==> src/rtl/seg_xlate_pkg.sv <==
package seg_xlate_pkg;

    typedef enum logic [2:0] {
        FLT_NONE    = 3'd0,
        FLT_SEGNUM  = 3'd1,
        FLT_INVALID = 3'd2,
        FLT_LIMIT   = 3'd3,
        FLT_PERM    = 3'd4
    } fault_e;

    typedef enum logic [1:0] {
        ACC_LOAD  = 2'd0,
        ACC_STORE = 2'd1,
        ACC_FETCH = 2'd2,
        ACC_RSVD  = 2'd3
    } acc_e;

    typedef enum logic [1:0] {
        ST_IDLE,
        ST_FETCH,
        ST_WAIT,
        ST_DONE
    } state_e;

    // rights ordered {read, write, execute}
    function automatic logic right_granted(input logic [2:0] rights, input acc_e kind);
        case (kind)
            ACC_LOAD:  return rights[2];
            ACC_STORE: return rights[1];
            ACC_FETCH: return rights[0];
            default:   return 1'b0;
        endcase
    endfunction

endpackage

==> src/rtl/seg_xlate_tbladdr.sv <==
module seg_xlate_tbladdr #(
    parameter int SEG_W  = 4,
    parameter int MEM_AW = 24
) (
    input  logic [MEM_AW-1:0] origin,
    input  logic [SEG_W-1:0]  seg,
    output logic [MEM_AW-1:0] word_addr
);
    assign word_addr = origin + MEM_AW'(seg);
endmodule

==> src/rtl/seg_xlate_chk.sv <==
module seg_xlate_chk
    import seg_xlate_pkg::*;
#(
    parameter int OFF_W = 16,
    parameter int PA_W  = 24,
    localparam int DESC_W = PA_W + OFF_W + 4
) (
    input  logic [DESC_W-1:0] desc,
    input  logic [OFF_W-1:0]  off,
    input  acc_e              kind,
    output fault_e            code,
    output logic [PA_W-1:0]   pa
);
    localparam int BASE_LO = OFF_W;
    localparam int RWX_LO  = OFF_W + PA_W;
    localparam int PRES    = OFF_W + PA_W + 3;

    logic              present;
    logic [2:0]        rights;
    logic [PA_W-1:0]   base;
    logic [OFF_W-1:0]  length;

    assign present = desc[PRES];
    assign rights  = desc[RWX_LO +: 3];
    assign base    = desc[BASE_LO +: PA_W];
    assign length  = desc[OFF_W-1:0];

    always_comb begin
        if (!present)
            code = FLT_INVALID;
        else if (off >= length)
            code = FLT_LIMIT;
        else if (!right_granted(rights, kind))
            code = FLT_PERM;
        else
            code = FLT_NONE;
    end

    assign pa = base + PA_W'(off);
endmodule

==> src/rtl/seg_xlate_ctrl.sv <==
module seg_xlate_ctrl
    import seg_xlate_pkg::*;
(
    input  logic clk,
    input  logic rst,
    input  logic req_fire,
    input  logic seg_legal,
    input  logic desc_arrived,
    output logic idle,
    output logic rd_strobe,
    output logic desc_take,
    output logic done
);
    state_e state_q, state_d;

    always_comb begin
        state_d = state_q;
        case (state_q)
            ST_IDLE:  if (req_fire) state_d = seg_legal ? ST_FETCH : ST_DONE;
            ST_FETCH: state_d = ST_WAIT;
            ST_WAIT:  if (desc_arrived) state_d = ST_DONE;
            ST_DONE:  state_d = ST_IDLE;
            default:  state_d = ST_IDLE;
        endcase
    end

    always_ff @(posedge clk) begin
        if (rst) state_q <= ST_IDLE;
        else     state_q <= state_d;
    end

    assign idle      = (state_q == ST_IDLE);
    assign rd_strobe = (state_q == ST_FETCH);
    assign desc_take = (state_q == ST_WAIT) && desc_arrived;
    assign done      = (state_q == ST_DONE);
endmodule

==> src/rtl/seg_xlate.sv <==
module seg_xlate
    import seg_xlate_pkg::*;
#(
    parameter int SEG_W  = 4,
    parameter int OFF_W  = 16,
    parameter int PA_W   = 24,
    parameter int MEM_AW = 24,
    localparam int DESC_W = PA_W + OFF_W + 4
) (
    input  logic              clk,
    input  logic              rst,
    input  logic [MEM_AW-1:0] stbr,
    input  logic [SEG_W:0]    stlr,
    input  logic              req_valid,
    output logic              req_ready,
    input  logic [SEG_W-1:0]  req_seg,
    input  logic [OFF_W-1:0]  req_off,
    input  logic [1:0]        req_acc,
    output logic              mem_rd,
    output logic [MEM_AW-1:0] mem_addr,
    input  logic [DESC_W-1:0] mem_rdata,
    input  logic              mem_rvalid,
    output logic              rsp_valid,
    output logic              rsp_fault,
    output logic [2:0]        rsp_code,
    output logic [PA_W-1:0]   rsp_pa
);
    logic              idle, desc_take, req_fire, seg_legal;
    logic [SEG_W-1:0]  seg_q;
    logic [OFF_W-1:0]  off_q;
    acc_e              acc_q;
    logic [MEM_AW-1:0] origin_q;
    fault_e            code_q, chk_code;
    logic [PA_W-1:0]   pa_q, chk_pa;

    assign req_fire  = req_valid && idle;
    assign seg_legal = {1'b0, req_seg} < stlr;
    assign req_ready = idle;

    seg_xlate_ctrl u_ctrl (
        .clk          (clk),
        .rst          (rst),
        .req_fire     (req_fire),
        .seg_legal    (seg_legal),
        .desc_arrived (mem_rvalid),
        .idle         (idle),
        .rd_strobe    (mem_rd),
        .desc_take    (desc_take),
        .done         (rsp_valid)
    );

    seg_xlate_tbladdr #(.SEG_W(SEG_W), .MEM_AW(MEM_AW)) u_tbladdr (
        .origin    (origin_q),
        .seg       (seg_q),
        .word_addr (mem_addr)
    );

    seg_xlate_chk #(.OFF_W(OFF_W), .PA_W(PA_W)) u_chk (
        .desc (mem_rdata),
        .off  (off_q),
        .kind (acc_q),
        .code (chk_code),
        .pa   (chk_pa)
    );

    always_ff @(posedge clk) begin
        if (rst) begin
            seg_q    <= '0;
            off_q    <= '0;
            acc_q    <= ACC_LOAD;
            origin_q <= '0;
            code_q   <= FLT_NONE;
            pa_q     <= '0;
        end else if (req_fire) begin
            seg_q    <= req_seg;
            off_q    <= req_off;
            acc_q    <= acc_e'(req_acc);
            origin_q <= stbr;
            code_q   <= seg_legal ? FLT_NONE : FLT_SEGNUM;
            pa_q     <= '0;
        end else if (desc_take) begin
            code_q <= chk_code;
            pa_q   <= (chk_code == FLT_NONE) ? chk_pa : '0;
        end
    end

    assign rsp_code  = code_q;
    assign rsp_fault = (code_q != FLT_NONE);
    assign rsp_pa    = pa_q;
endmodule

==> config.mk <==
export PLATFORM = sky130hd
export DESIGN_NAME = seg_xlate
export DESIGN_NICKNAME = d
export VERILOG_FILES = /design/src/rtl/seg_xlate_pkg.sv /design/src/rtl/seg_xlate_tbladdr.sv /design/src/rtl/seg_xlate_chk.sv /design/src/rtl/seg_xlate_ctrl.sv /design/src/rtl/seg_xlate.sv
export SDC_FILE = /design/constraint.sdc
export NUM_CORES = 1
export LEC_CHECK = 0
export CORE_UTILIZATION = 35
export CTS_CLUSTER_DIAMETER = 150
export DETAILED_ROUTE_END_ITERATION = 8
export RECOVER_POWER = 25
export SLEW_MARGIN = 20
export SYNTH_ARGS = -nofsm -noshare
export SYNTH_HDL_FRONTEND = slang
export SYNTH_HIERARCHICAL = 1
export SYNTH_SLANG_ARGS = --single-unit
==> constraint.sdc <==
create_clock -name clk -period 3.1 [get_ports clk]
set_clock_uncertainty 0.2 [all_clocks]
set_input_delay 0.31 -clock clk [delete_from_list [all_inputs] [get_ports clk]]
set_output_delay 0.31 -clock clk [all_outputs]
set_load 0.05 [all_outputs]
==> results.txt, run 1 <==
* Number of nets in the layout: 909
- DRC violation count after routing: 0
- Portion of the post-synthesis area used by sequential elements: 31.5%
- Maximum vdd drop: 0.440 mV
* Total Die Area: 14100 um^2
- Placer Congestion: 0.930
- STA classifies the critical path startpoint as a flip-flop.
- The worst hold path passes through 2 cells.
* Flop2flop setup slack: 0.10 ns
* Area of the multi-input gates: 3040 um^2
* Cell variety after synth: 59
* Area inside the core boundary: 13200 um^2
- Relative to the synthesized area, the layout overhead comes to 45.3%.
- After detailed placement, the total cell area comes to 6620 um^2.
- Cell internal power was estimated by the tool at 2.40 mW.
* Crit path buf inv count: 3
- Combinational cell fraction of total power: 44.7%
- At the worst endpoint, the arrival time is 3.07 ns.
* Period utilisation layout: 96.7%
- Aggregate routed wire length: 14200 um
- In this run, synthesis produced a sequential element count of 75.
- Yosys top cell by area: sky130_fd_sc_hd__dfxtp_1
- The flow ran to the end, and the final reports show no timing, DRC or antenna violations.
- In this run the worst path has a maximum fanout of 12.
* Synthesized Nets: 748
* Worst Tran Pin Value: 0.982 ns
* Setup-violating endpoint count in the final report: 0
* Sequential Power Share: 30.8%
* Switching Fraction: 39.7%
- N_diodes: 0
- Family with the most delay on the worst path: simple AND/OR/NAND/NOR gates
- Relative contribution of the clock network to total power: 24.5%
- Hold worst-path end: origin_q[22]
- The detailed router finished its first iteration with 228 violations.
- Via count of the first global-routing pass: 4901
- After legalization and detailed placement, the total HPWL measured 10800 um.
* Most numerous cell in the Yosys netlist: sky130_fd_sc_hd__nand2_1
* Share of final-layout standard cells stronger than drive strength 1: 9.77%
- Ranked by total cell area, the synthesized netlist is headed by sky130_fd_sc_hd__dfxtp_1 (31%), sky130_fd_sc_hd__ha_1 (11%), sky130_fd_sc_hd__a21oi_1 (9.6%).
- Global-route wire length before repair: 23500 um
- Via density per instance: 5.04
- Commonest cells in the netlist: sky130_fd_sc_hd__nand2_1 (113), sky130_fd_sc_hd__a21oi_1 (91), sky130_fd_sc_hd__dfxtp_1 (75), sky130_fd_sc_hd__ha_1 (43), sky130_fd_sc_hd__nor2_1 (39)
- The worst setup path is of the flip-flop to flip-flop kind.
* Insertion delay of the later-clocked pin in the worst-skew pair: 0.34 ns
- Endpoint required time on the critical path: 3.17 ns
- Measured in cells, the most critical reg-to-reg path has a length of 13.
- Counting flops with a built-in enable in the synthesized netlist gives 0.
- TritonCTS clock tree: built
* Synth warnings: 6
- The clock tree synthesis step divided the H-tree into 3 levels.
- The number of pins exceeding their max-slew limit in the final report came to 0.
- In this run the count of I/O pins placed on the die edge is 154.
- Counting tap cells, the placed design contains a total of 927 instances.
- Mean instance size in the synthesized netlist: 7.89 um^2
* Reg2reg start: off_q[0]
* Crit path cell chain: inv_1, ha_1, nand2b_1, a21o_1, a211oi_1, or4_1, a221o_1, o2111a_2, nor4b_4, buf_4, buf_12, a21oi_1, nor2_1
* Cell type of the slowest stage on the worst timing path: sky130_fd_sc_hd__or4_1
* Static leakage power: 2.99 nW
- After clock tree synthesis, the clock-pin slew on the worst setup and hold paths is 0.06 ns.
- Final period demand of the worst path: 3.00 ns
- Hold Vio Cnt, Final: 0
* Clk buf depth: 2
* Starting density of the core: 36.0%
- Entering global routing, the biggest net connects 48 pins.
- Max Freq: 0.333 GHz
- Aggregate global routing overflow: 0
- CTS Buf Count: 9
- Hold Slack: 0.168 ns
- Final instance area: 6930 um^2
- Setup repair after global routing left no endpoint under its margin.
- Max-cap violations in this run came to 0.
- Worst Hold Class: primary input to flip-flop
- Most instantiated flip-flop cell in the synthesis netlist: sky130_fd_sc_hd__dfxtp_1
- Hold Startpoint: rst
- Routed vias: 4756
* Combined flip-flop and latch cell area: 1500 um^2
- Number of nets with antenna violations after routing: 0
* Global Route Usage Sum: 21.0%
- The count of cells in the finished layout, fillers not included, comes to 944.
- In this run the tightest slew margin relative to its limit is 34.5%.
- # port buffers: 153
- In this design, the stage delay of the slowest critical-path cell is 0.48 ns.
* Wire per inst: 15.1 um
- Power density of the placed cells: 574 nW/um^2
- Std cell rows: 42
- Counting the fill cells in the layout gives 1287.
- STA classifies the critical path endpoint as a flip-flop.
- Die Span X: 119 um
* Num Clock Sinks: 75
- Before CTS, the worst setup slack after placement is -0.253 ns.
- Post-Syn Area: 4770 um^2
* CTS root buffer: sky130_fd_sc_hd__clkbuf_16
* Core occupancy in the finished layout: 52.3%
- Switching power of the nets: 1.58 mW
- Measured along the y axis, the die boundary spans 119 um.
* Post-synthesis cell count: 604
- Share of the synthesized area in the top cell type: 31.5%
- RR Endpoint: rsp_pa[18]
- Initial antenna violation count: 0
- For this run, asynchronously set or reset flops after synthesis account for 0%.
- The pre-antenna-repair detailed-routing pass consisted of 5 iterations.
- Setup slack of the critical path after layout: 0.101 ns
registers in the layout (all words and copies together) (netlist names):
| register | cells |
|---|---|
| rsp_code | 3 |
| u_ctrl/state_q | 2 |
| acc_q | 2 |
| off_q | 16 |
| origin_q | 24 |
| rsp_pa | 24 |
| seg_q | 4 |
power groups by stage:
stage               combinational [mW]  clock [mW]  sequential [mW]
floorplan                         1.11           0             1.26
global placement                  1.75           0             1.24
detailed placement                1.77           0             1.25
CTS                               1.79        1.00             1.23
global route                      1.94        1.04             1.25
finish                            1.78       0.973             1.22
stage by stage:
step                      TNS [ns]  power, mW
after floorplan                  0       2.37
after global placement       -2.71       2.99
after detailed placement     -5.59       3.02
after CTS                        0       4.01
after global routing             0       4.23
final                            0       3.98
repair_timing:
| action | CTS | global route |
|---|---|---|
| gates resized for setup | 3 | 6 |
| buffers inserted | 0 | 2 |
| gates cloned | 0 | 1 |
| endpoints found under the setup margin | 3 | 26 |
| pin swaps | 0 | 4 |
| hold buffers | 0 | 0 |
metal layers:
metal | share of wire [%] | track usage, % | up-vias
met5 | 0 | 0 | -
met4 | 1.0 | 4.75 | 0
met3 | 7.0 | 5.02 | 13
met2 | 48 | 36.1 | 170
met1 | 44 | 26.4 | 2182
li1 | - | - | 2391
worst register-to-register path: cells and delay by family, from the launching register on:
| family | cells | cell delay (ns) |
|---|---|---|
| AO/OA/AOI/OAI | 5 | 0.84 |
| adder cells (fa/ha/maj) | 1 | 0.26 |
| buffers and inverters | 3 | 0.35 |
| flip-flops | 1 | 0.36 |
| AND/OR/NAND/NOR | 4 | 0.93 |
cell usage in the layout, fill, tap and decap left out, types with 2 or more instances in the layout:
| master | netlist | routed |
|---|---|---|
| sky130_fd_sc_hd__a211oi_1 | 7 | 7 |
| sky130_fd_sc_hd__a21o_1 | 9 | 9 |
| sky130_fd_sc_hd__a21oi_1 | 91 | 91 |
| sky130_fd_sc_hd__a21oi_2 | 4 | 3 |
| sky130_fd_sc_hd__a31oi_1 | 2 | 2 |
| sky130_fd_sc_hd__and2_1 | 3 | 3 |
| sky130_fd_sc_hd__and2b_1 | 3 | 3 |
| sky130_fd_sc_hd__and3_1 | 6 | 6 |
| sky130_fd_sc_hd__and3_2 | 2 | 2 |
| sky130_fd_sc_hd__and4_1 | 2 | 2 |
| sky130_fd_sc_hd__buf_12 | 0 | 11 |
| sky130_fd_sc_hd__buf_4 | 1 | 27 |
| sky130_fd_sc_hd__clkbuf_16 | 0 | 10 |
| sky130_fd_sc_hd__clkbuf_2 | 0 | 3 |
| sky130_fd_sc_hd__clkbuf_8 | 0 | 2 |
| sky130_fd_sc_hd__clkdlybuf4s50_1 | 0 | 115 |
| sky130_fd_sc_hd__dfxtp_1 | 75 | 75 |
| sky130_fd_sc_hd__dlygate4sd3_1 | 0 | 17 |
| sky130_fd_sc_hd__fa_1 | 2 | 2 |
| sky130_fd_sc_hd__ha_1 | 43 | 43 |
| sky130_fd_sc_hd__inv_1 | 29 | 29 |
| sky130_fd_sc_hd__mux2i_1 | 4 | 4 |
| sky130_fd_sc_hd__nand2_1 | 113 | 113 |
| sky130_fd_sc_hd__nand2b_1 | 5 | 5 |
| sky130_fd_sc_hd__nand3_1 | 9 | 9 |
| sky130_fd_sc_hd__nand3b_1 | 2 | 2 |
| sky130_fd_sc_hd__nand4_1 | 12 | 12 |
| sky130_fd_sc_hd__nand4b_1 | 2 | 2 |
| sky130_fd_sc_hd__nor2_1 | 39 | 39 |
| sky130_fd_sc_hd__nor2b_1 | 24 | 24 |
| sky130_fd_sc_hd__nor3_1 | 5 | 5 |
| sky130_fd_sc_hd__o211ai_1 | 4 | 4 |
| sky130_fd_sc_hd__o21ai_0 | 12 | 12 |
| sky130_fd_sc_hd__or2b_1 | 2 | 2 |
| sky130_fd_sc_hd__xnor2_1 | 30 | 30 |
| sky130_fd_sc_hd__xor2_1 | 13 | 13 |
kinds of logic after synthesis:
| family | Yosys count | synth area share, % |
|---|---|---|
| xor gates and xnor gates | 43 | 7.90 |
| adders and majority gates | 45 | 12.1 |
| DFF | 75 | 31.5 |
| and+or+nand+nor | 239 | 24.4 |
| buffers and inverters | 54 | 5.06 |
| AOI/OAI and AO/OA | 144 | 18.2 |
| muxes | 4 | 0.840 |
how the worst max path moves through the flow:
stage                              from            to  slack, ns  cells past startpoint
after floorplan             origin_q[0]  mem_addr[22]       0.20                      6
after global placement     mem_rdata[0]    rsp_pa[16]      -0.12                     12
after detailed placement  mem_rdata[13]    rsp_pa[18]      -0.25                     13
after CTS                   origin_q[0]  mem_addr[22]       0.08                      7
after global routing           off_q[0]     rsp_pa[6]      0.003                     13
final                          off_q[0]    rsp_pa[18]       0.10                     13
area by class of cell:
| class | count | area share [%] |
|---|---|---|
| Clock buffer | 12 | 3.70 |
| Clock inverter | 2 | 0.181 |
| Timing Repair Buffer | 175 | 25.8 |
| Sequential cell | 75 | 21.7 |
| Multi-Input combinational cell | 475 | 43.9 |
| Inverter | 29 | 1.57 |
| Tap cell | 176 | 3.18 |
Power figures use the tool's default switching activity.
==> run 2, diff against run 1 <==
--- a/config.mk
+++ b/config.mk
@@ -5,7 +5,7 @@
 export SDC_FILE = /design/constraint.sdc
 export NUM_CORES = 1
 export LEC_CHECK = 0
-export CORE_UTILIZATION = 35
+export CORE_UTILIZATION = 29
 export CTS_CLUSTER_DIAMETER = 150
 export DETAILED_ROUTE_END_ITERATION = 8
 export RECOVER_POWER = 25
==> constraint.sdc (replaced) <==
create_clock -name clk -period 3 [get_ports clk]
set_clock_uncertainty 0.2 [all_clocks]
set_input_delay 0.3 -clock clk [delete_from_list [all_inputs] [get_ports clk]]
set_output_delay 0.3 -clock clk [all_outputs]
set_load 0.05 [all_outputs]
==> run 2 against run 1 <==
  * The flow now finishes with violations (setup timing)
  * First-iteration DRC count is 26% lower
  * Register-to-register slack lost 0.10 ns
  * Count of clock-buffer cells in the layout is 1 higher
  * Global-route usage decreased by 3.8 points
  * Power increased by 8.3%
==> results.txt, run 2 (synthesis results as in run 1) <==
- Setup-violating endpoint count in the final report: 18 (was 0)
- The switching power share of the total was 38.9% (was 39.7%).
* DRC violation count after routing: 0 (unchanged)
- The hold violation count in the final report is 0 (unchanged).
- Dividing the final minimum period by the clock period gives 101%.
- The post-route setup TNS was -0.370 ns (was 0 ns).
- The share of total power in sequential cells came to 29.3% (was 30.8%).
- Std cell rows: 46 (was 42)
- Number of nets in the layout: 923 (was 909)
* Aggregate global routing overflow: 0 (unchanged)
- Filler cell count in the final layout: 1616 (was 1287)
- The leading cell type in the layout, fill and taps excluded was sky130_fd_sc_hd__nand2_1 (was sky130_fd_sc_hd__clkdlybuf4s50_1).
- Number of nets with antenna violations after routing: 0 (unchanged)
- The class of the most critical hold timing path is flip-flop to flip-flop (was primary input to flip-flop).
* Type of the worst setup path: primary input to flip-flop (was flip-flop to flip-flop)
- Starting density of the core: 29.9% (was 36.0%)
- Critical path endpoint category: flip-flop (unchanged)
* Initial antenna violation count: 0 (unchanged)
- The final reports fail on setup timing.
* Combined flip-flop and latch cell area: 1500 um^2 (about the same)
- The floorplan die height came to 130 um (was 119 um).
* Area Overhead vs Synth: 52.1% (was 45.3%)
* Sum of net half-perimeters after detailed placement: 10900 um (was 10800 um)
- Unrepaired setup endpoints after global routing: yes (was no)
- The last weighted congestion value of the routability-driven placer came to 0.886 (was 0.930).
- The number of pins exceeding their max-slew limit in the final report is 0 (unchanged).
- Global Route Usage Sum: 17.1% (was 21.0%)
- The clock sink count came to 75 (unchanged).
- Endpoint required time on the critical path: 3.08 ns (was 3.17 ns)
- Relative contribution of the clock network to total power: 26.1% (was 24.5%)
- The number of I/O port buffers is 153 (unchanged).
* Maximum vdd drop: 0.319 mV (was 0.440 mV)
- The wire length of the first global-routing pass was 22200 um (was 23500 um).
* Final period demand of the worst path: 3.04 ns
- Routed vias: 4701 (was 4756)
* Worst Tran Pin Value: 0.673 ns (was 0.982 ns)
- The final wirelength is 14400 um (was 14200 um).
- The maximum number of buffers from clock root to sink was 2 (unchanged).
- The combined area of the multi-input logic cells was 3150 um^2 (was 3040 um^2).
- Static leakage power: 3.12 nW (was 2.99 nW)
* CTS clk-pin slew, worst paths: 0.06 ns (about the same)
* Total power consumption of the routed design: 4.31 mW (was 3.98 mW)
- Wire per inst: 14.4 um (was 15.1 um)
- The highest fanout seen on the critical path is 6 (was 12).
* Total of max-cap violations: 0 (unchanged)
- The total inserted antenna cells was 0 (unchanged).
* Max Freq: 0.329 GHz
- I/O pins: 154 (unchanged)
* Internal: 2.63 mW (was 2.40 mW)
- Insertion delay of the later-clocked pin in the worst-skew pair: 0.34 ns (about the same)
* Die Span X: 130 um (was 119 um)
* Most frequent cells in the layout: sky130_fd_sc_hd__nand2_1 (112), sky130_fd_sc_hd__clkdlybuf4s50_1 (106), sky130_fd_sc_hd__a21oi_1 (81), sky130_fd_sc_hd__dfxtp_1 (74), sky130_fd_sc_hd__ha_1 (42) (was sky130_fd_sc_hd__clkdlybuf4s50_1 (115), sky130_fd_sc_hd__nand2_1 (113), sky130_fd_sc_hd__a21oi_1 (91), sky130_fd_sc_hd__dfxtp_1 (75), sky130_fd_sc_hd__ha_1 (43))
- The number of global-route vias before repair is 4486 (was 4901).
* Total Die Area: 17000 um^2 (was 14100 um^2)
* Area inside the core boundary: 15900 um^2 (was 13200 um^2)
* Combinational cell fraction of total power: 44.6% (was 44.7%)
- CTS Buf Count: 9 (unchanged)
- Drt first pass iters: 4 (was 5)
- Pin count of the biggest net entering global routing: 35 (was 48)
- The TritonCTS clock tree is built (unchanged).
- Switching power of the nets: 1.68 mW (was 1.58 mW)
- Worst setup SP type: primary input (was flip-flop)
- The maximum level of the CTS H-tree was 3 (unchanged).
* Relative slew slack: 55.1% (was 34.5%)
* Via density per instance: 4.70 (was 5.04)
- The total power divided by cell area came to 594 nW/um^2 (was 574 nW/um^2).
- Outcome: finished, violations left (was complete, no violations)
* Arrival time at the worst endpoint: 3.12 ns (was 3.07 ns)
- Setup slack of the critical path after layout: -0.0412 ns (was 0.101 ns)
* Number of DRC markers after the initial detailed-route iteration: 169 (was 228)
* CTS root buffer: sky130_fd_sc_hd__clkbuf_16 (unchanged)
- The proportion of layout cells with a drive suffix above 1 is 13.8% (was 9.77%).
[run 2: final timing paths]
kind	slack, ns	start	to	depth (start not counted)
worst min-delay path	0.26	origin_q[0]	origin_q[0]	2
worst min register to register	0.26	origin_q[0]	origin_q[0]	2
worst max register to register	0	off_q[0]	rsp_pa[16]	13
worst max-delay path	-0.04	mem_rdata[0]	rsp_pa[16]	13
[run 2: worst max-delay path: stages]
cell	delay, ns
sky130_fd_sc_hd__clkdlybuf4s50_1	0.45
sky130_fd_sc_hd__ha_4	0.27
sky130_fd_sc_hd__nand2b_4	0.10
sky130_fd_sc_hd__a21o_1	0.13
sky130_fd_sc_hd__a211oi_2	0.09
sky130_fd_sc_hd__or4_1	0.49
sky130_fd_sc_hd__a221o_1	0.38
sky130_fd_sc_hd__o2111a_2	0.20
sky130_fd_sc_hd__nor4b_4	0.22
sky130_fd_sc_hd__buf_6	0.17
sky130_fd_sc_hd__clkbuf_16	0.17
sky130_fd_sc_hd__a21oi_4	0.05
sky130_fd_sc_hd__nor2_1	0.11
[run 2: repair_timing]
item                                    CTS  global route
hold endpoints to repair                  0             0
hold buffers                              0             0
gates resized for setup                   3            22
endpoints found under the setup margin    9            26
setup buffers                             0             4
pin swaps                                 1            11
gates cloned                              0             3
[run 2: area by class of cell]
class,instances,share of cell area (%)
Clock buffer,13,3.59
Inverter,29,1.50
Clock inverter,3,0.638
Multi-Input combinational cell,476,43.4
Tap cell,216,3.73
Timing Repair Buffer,188,26.4
Sequential cell,75,20.7
[run 2: power groups by stage]
| stage | combinational [mW] | sequential [mW] | clock (mW) |
|---|---|---|---|
| after floorplan | 1.15 | 1.30 | 0 |
| after global placement | 1.86 | 1.28 | 0 |
| after detailed placement | 1.86 | 1.28 | 0 |
| after CTS | 1.88 | 1.26 | 1.16 |
| after global routing | 2.10 | 1.28 | 1.20 |
| final | 1.92 | 1.26 | 1.12 |
[run 2: routing by layer]
metal / vias up / wire length (um) / global-route usage (%)
li1: 2431 / - / -
met1: 2151 / 6310 / 21.0
met2: 109 / 7050 / 28.7
met3: 10 / 879 / 5.41
met4: 0 / 161 / 5.13
met5: - / 0 / 0
[run 2: per-stage QoR]
stage	std cells	cell area [um^2]	hold slack (ns)	worst slack (ns)	utilization (%)
2_1_floorplan	604	4770	0.172	0.114	-
3_3_place_gp	977	6740	0.251	-0.253	42.3
3_5_place_dp	977	6740	0.254	-0.316	42.3
4_1_cts	993	7060	0.262	0.0106	44.3
5_1_grt	1000	7250	0.281	-0.107	45.5
6_report	1000	7250	0.261	-0.0412	45.5
